`src/rtl/irq_front_pkg.sv`:
```
package irq_front_pkg;
    typedef enum logic [0:0] {
        ST_ARMED = 1'b0,
        ST_LOW   = 1'b1
    } pin_state_t;
endpackage

```
`src/rtl/irq_pin_sync.sv`:
```
module irq_pin_sync #(
    parameter int STAGES = 2
) (
    input  logic clk,
    input  logic rst_n,
    input  logic async_in,
    output logic sync_out
);
    logic [STAGES-1:0] chain_q;

    // Stages reset to 1, the idle level of an active-low pin.
    always_ff @(posedge clk or negedge rst_n) begin
        if (!rst_n) chain_q <= '1;
        else        chain_q <= {chain_q[STAGES-2:0], async_in};
    end

    assign sync_out = chain_q[STAGES-1];
endmodule

```
`src/rtl/irq_edge_fsm.sv`:
```
module irq_edge_fsm
    import irq_front_pkg::*;
(
    input  logic clk,
    input  logic rst_n,
    input  logic pin_s,
    input  logic level_mode,
    input  logic blocked,
    output logic set_req
);
    pin_state_t state_q, state_d;

    always_ff @(posedge clk or negedge rst_n) begin
        if (!rst_n) state_q <= ST_ARMED;
        else        state_q <= state_d;
    end

    // Next state: FALL (ARMED->LOW) and RISE (LOW->ARMED), frozen while blocked.
    always_comb begin
        state_d = state_q;
        unique case (state_q)
            ST_ARMED: if (!blocked && !pin_s) state_d = ST_LOW;
            ST_LOW:   if (!blocked &&  pin_s) state_d = ST_ARMED;
            default:  state_d = ST_ARMED;
        endcase
    end

    // Output: set on a falling edge, or on a low level in level mode.
    always_comb begin
        set_req = 1'b0;
        unique case (state_q)
            ST_ARMED: set_req = !blocked && !pin_s;
            ST_LOW:   set_req = level_mode && !blocked && !pin_s;
            default:  set_req = 1'b0;
        endcase
    end

    // in edge-only mode, no two sets happen in consecutive cycles.
    p_edge_once_r3: assert property (@(posedge clk) disable iff (!rst_n)
        (set_req && !level_mode) |=> !set_req);

    // the state is held while blocked.
    p_block_hold_r8: assert property (@(posedge clk) disable iff (!rst_n)
        blocked |=> (state_q == $past(state_q)));
endmodule

```
`src/rtl/irq_req_latch.sv`:
```
module irq_req_latch (
    input  logic clk,
    input  logic rst_n,
    input  logic set_req,
    input  logic clr_req,
    output logic pending
);
    always_ff @(posedge clk or negedge rst_n) begin
        if (!rst_n)       pending <= 1'b0;
        else if (set_req) pending <= 1'b1;
        else if (clr_req) pending <= 1'b0;
    end

    // a set wins over a clear in the same cycle.
    p_set_wins_r7: assert property (@(posedge clk) disable iff (!rst_n)
        set_req |=> pending);

    // a clear without a set empties the latch.
    p_clear_r6: assert property (@(posedge clk) disable iff (!rst_n)
        (clr_req && !set_req) |=> !pending);

    p_hold_r2: assert property (@(posedge clk) disable iff (!rst_n)
        (!clr_req && !set_req) |=> $stable(pending));
endmodule

```
`src/rtl/ext_irq_front.sv`:
```
module ext_irq_front #(
    parameter int SYNC_STAGES   = 2,
    parameter int NUM_PORT_PINS = 4
) (
    input  logic                     clk,
    input  logic                     rst_n,
    input  logic                     irq_pin_n,
    input  logic                     level_mode,
    input  logic                     port_irq_en,
    input  logic [NUM_PORT_PINS-1:0] port_pins,
    input  logic                     cpu_imask,
    input  logic                     irq_enable,
    input  logic                     instr_done,
    input  logic                     vec_fetch_ack,
    input  logic                     sw_clear,
    output logic                     irq_req,
    output logic                     irq_pending
);
    logic pin_s;
    logic blocked;
    logic set_req;
    logic clr_req;

    irq_pin_sync #(.STAGES(SYNC_STAGES)) u_sync (
        .clk      (clk),
        .rst_n    (rst_n),
        .async_in (irq_pin_n),
        .sync_out (pin_s)
    );

    assign blocked = port_irq_en && (|port_pins);
    assign clr_req = vec_fetch_ack || sw_clear;

    irq_edge_fsm u_fsm (
        .clk        (clk),
        .rst_n      (rst_n),
        .pin_s      (pin_s),
        .level_mode (level_mode),
        .blocked    (blocked),
        .set_req    (set_req)
    );

    irq_req_latch u_latch (
        .clk     (clk),
        .rst_n   (rst_n),
        .set_req (set_req),
        .clr_req (clr_req),
        .pending (irq_pending)
    );

    assign irq_req = instr_done && irq_pending && !cpu_imask && irq_enable;

    // a masked or disabled interrupt, or one outside a boundary, is never requested.
    p_mask_r5: assert property (@(posedge clk) disable iff (!rst_n)
        (cpu_imask || !irq_enable || !instr_done) |-> !irq_req);

    // a block with an empty latch keeps it empty.
    p_port_block_r8: assert property (@(posedge clk) disable iff (!rst_n)
        (port_irq_en && (|port_pins) && !irq_pending) |=> !irq_pending);

    // the mode does not change outside reset.
    p_static_mode_r9: assert property (@(posedge clk) disable iff (!rst_n)
        $stable(level_mode));
endmodule

```
`config.mk`:
```
export PLATFORM = sky130hd
export DESIGN_NAME = ext_irq_front
export DESIGN_NICKNAME = d
export VERILOG_FILES = /design/src/rtl/irq_front_pkg.sv /design/src/rtl/irq_pin_sync.sv /design/src/rtl/irq_edge_fsm.sv /design/src/rtl/irq_req_latch.sv /design/src/rtl/ext_irq_front.sv
export SDC_FILE = /design/constraint.sdc
export NUM_CORES = 1
export LEC_CHECK = 0
export BUFFER_PORTS_ARGS = -buffer_cell sky130_fd_sc_hd__buf_2
export CAP_MARGIN = 20
export CORE_AREA = 8 8 45 47
export CTS_BUF_LIST = sky130_fd_sc_hd__clkbuf_4
export DETAILED_ROUTE_END_ITERATION = 10
export DIE_AREA = 0 0 53 55
export PLACE_DENSITY = 0.37
export SYNTH_ARGS = -nofsm -noshare
export SYNTH_HDL_FRONTEND = slang
export SYNTH_HIERARCHICAL = 1
export SYNTH_SLANG_ARGS = --single-unit
```
`constraint.sdc`:
```
create_clock -name clk -period 1.35 [get_ports clk]
set_clock_uncertainty 0.2 [all_clocks]
set_input_delay 0.135 -clock clk [delete_from_list [all_inputs] [get_ports clk]]
set_output_delay 0.135 -clock clk [all_outputs]
set_load 0.05 [all_outputs]
```
==> flow_summary.json <==
{
  "routed_wl_um": 513,
  "detail_route.drc_violations": 0,
  "placed_area_um2": 264.0,
  "netlist_top_cells_count": "dfrtp_1, dfstp_2, inv_1",
  "drt_iter0_drc": 1,
  "final_weighted_congestion_of_routability_driven_global_placement": 0.6968,
  "slew_viols_final": 0,
  "first_pass_iters": 2,
  "worst-path-max-fanout": 2,
  "cts_inserted_buffers": 3,
  "final_min_period_over_clock_period": 0.9841,
  "port_buffers": 15,
  "share_clk_of_total_power": 0.487,
  "tot_pwr_w": 0.0003777,
  "ys_dominant_reg_cell": "dfstp_2",
  "synth_adder_area_share": 0,
  "max_slew.worst_pin.slew_ns": 0.2522,
  "ys_seq_elements": 4,
  "pre_cts_slack_ns": 0.09255,
  "multiplexer_area_fraction_after_synthesis": 0,
  "number_of_fill_cells_in_the_layout": 155,
  "static-leakage-power_nw": 0.1762,
  "cts_buffer_depth": 2,
  "dieArea_um2": 2915,
  "yosysUniqueCellTypes": 10,
  "detailed_place_hpwl_um": 416.9,
  "initial_utilization": 0.1203,
  "p_switching_w": 0.00008367,
  "setup_slack_ns": 0.02144,
  "fp.coreArea_um2": 1384,
  "pin_count": 16,
  "synth_seq_area_share": 0.6165,
  "final_layout_size_suffix_gt1_frac": 0.7429,
  "logic_gate_share_of_total_power": 0.151,
  "multi_input_comb_area_um2": 57.56,
  "synth_compound_gate_area_share": 0.2180,
  "num-nets-final": 50,
  "startpoint_kind_of_the_worst_setup_timing_path": "register",
  "avgViaCountPerCell": 3.490,
  "category_of_the_worst_setup_path_capture_point": "primary output",
  "pin_count_of_the_biggest_net_entering_global_routing": 5,
  "ys_top_cells_by_area": "dfstp_2, dfrtp_1, a211oi_2",
  "antenna_found_initial": 0,
  "postSynth.asyncResetShare": 1.000,
  "rsz0062_at_grt": "true",
  "clock_sink_count": 4,
  "synth_largest_type_area_fraction": 0.3158,
  "largest_family_of_logic_cells_by_synthesized_area": "compound AO/OA/AOI/OAI gates",
  "routed_vias": 178,
  "remaining_number_of_nets_flagged_by_the_antenna_check_after_routing": 0,
  "finalWorstPathRequiredPeriod_ns": 1.329,
  "crit_required_ns": 1.01,
  "yosys_warnings": 6,
  "grt_pass1_wl_um": 759,
  "timing.setup.critical_path_class": "register to primary output",
  "cp.arrival_ns": 0.99,
  "area.growth.synth_to_final_pct": 99.25,
  "status": "finished clean",
  "worst_hold_path_type": "primary input to asynchronous set/reset pin",
  "final-setup-viol-count": 0,
  "netSwitchingFraction": 0.2216,
  "detail_route.wl_per_cell_um": 10.06,
  "die_w_um": 53,
  "powerDensity_nw_per_um2": 1139,
  "tritoncts": "done",
  "parity_gate_share_of_the_synthesized_area_counting_xor_and_xnor_cells": 0,
  "internal-power_w": 0.0002940,
  "timing.slew.headroom": 0.8330,
  "rows": 14,
  "max_cap_viol_count": 0,
  "gr-total-overflow": 0,
  "grtUsageTotal": 0.03945,
  "vertical_die_dimension_um": 55,
  "syn_nets": 27,
  "number_of_levels_the_h_tree_was_split_into": 1,
  "clock_insertion_delay_worst_skew_ns": 0.24,
  "fmax_ghz": 0.7527,
  "yosysTopAreaCell": "dfstp_2",
  "synth_area_um2": 166.4,
  "irDropWorstVdd_uv": 423.6,
  "yosys.area_share.simple": 0.1203,
  "power.sequential.fraction": 0.362,
  "synth_enable_flop_cells": 0,
  "cell_area_after_layout_um2": 331.6,
  "clock_tree.root_cell": "clkbuf_4",
  "netlist_instances": 13,
  "grt_pass1_vias": 174,
  "finalHoldViolCount": 0,
  "cts.reportedPaths.clkPinSlew_ns": 0.04,
  "syn_area_per_cell_um2": 12.80,
  "diodes": 0,
  "area.sequential_um2": 103.9
}
-- layout by cell type, fill, tap and decap left out, drive strengths merged --
cell type    count
o41a             1
clkbuf           4
a211oi           1
buf             16
o21ai            1
dfrtp            2
a21o             1
nand2            1
and4b            1
inv              2
dlygate4sd3      2
dfstp            2
or2              1
-- power by group through the flow --
stage / clock network, W / logic, W / registers (W)
2_1_floorplan: 0 / 0.0000141 / 0.000147
3_3_place_gp: 0 / 0.0000470 / 0.000138
3_5_place_dp: 0 / 0.0000479 / 0.000139
4_1_cts: 0.000197 / 0.0000581 / 0.000137
5_1_grt: 0.000207 / 0.0000614 / 0.000137
6_report: 0.000184 / 0.0000572 / 0.000137
-- worst max-delay path, stage by stage (launching register included) --
cell and delay, ns:
dfrtp_2 0.39, and4b_2 0.22, buf_8 0.15
-- routing by layer --
metal  GRT usage  vias up  part of all wire
met5           0        -                 0
met4     0.03879        0                 0
met3     0.05882        0              0.25
met2     0.04688       14              0.35
met1     0.02603       74              0.40
li1            -       90                 -
-- stage by stage --
stage / std cells / utilization / hold WS (ns) / setup TNS (ns)
4_1_cts: 51 / 0.2396 / 0.01144 / 0
3_3_place_gp: 44 / 0.1908 / -0.2600 / 0
3_5_place_dp: 44 / 0.1908 / -0.2551 / 0
2_1_floorplan: 13 / - / -0.3606 / 0
6_report: 51 / 0.2396 / 0.02083 / 0
5_1_grt: 51 / 0.2396 / 0.02784 / -0.01973
-- worst paths after layout --
kind / cells past startpoint / slack [ns] / endpoint / start
max: 2 / 0.02 / irq_req / u_latch/pending
min: 2 / 0.02 / asynchronous set/reset pin / rst_n
max reg2reg: 2 / 0.34 / u_latch/pending / u_sync/chain_q[1]
min reg2reg: 0 / 0.15 / u_sync/chain_q[1] / u_sync/chain_q[0]
max in group asynchronous: 2 / 0.72 / u_sync/chain_q[1] / rst_n
min in group clk: 4 / 0.06 / u_latch/pending / vec_fetch_ack
-- cell type report --
type                            count  share of cell area
Tap cell                           16             0.06038
Timing Repair Buffer               18              0.3396
Clock buffer                        4             0.09057
Multi-Input combinational cell      7              0.1736
Inverter                            2             0.02264
Sequential cell                     4              0.3132
-- cells by family (layout without fill, tap and decap cells) --
kind of cell	after synthesis	after routing
AO/OA/AOI/OAI	4	4
AND/OR/NAND/NOR	3	3
buffers and inverters	2	24
flip-flops	4	4
-- timing repair --
action                                  4_1_cts  5_1_grt
setup buffers                                 1        0
hold buffers                                  2        0
pin swaps                                     1        0
hold endpoints to repair                      5        0
resized for setup                             3        0
endpoints found under the setup margin        1        1
No activity file was read; power rests on OpenSTA's default activity.
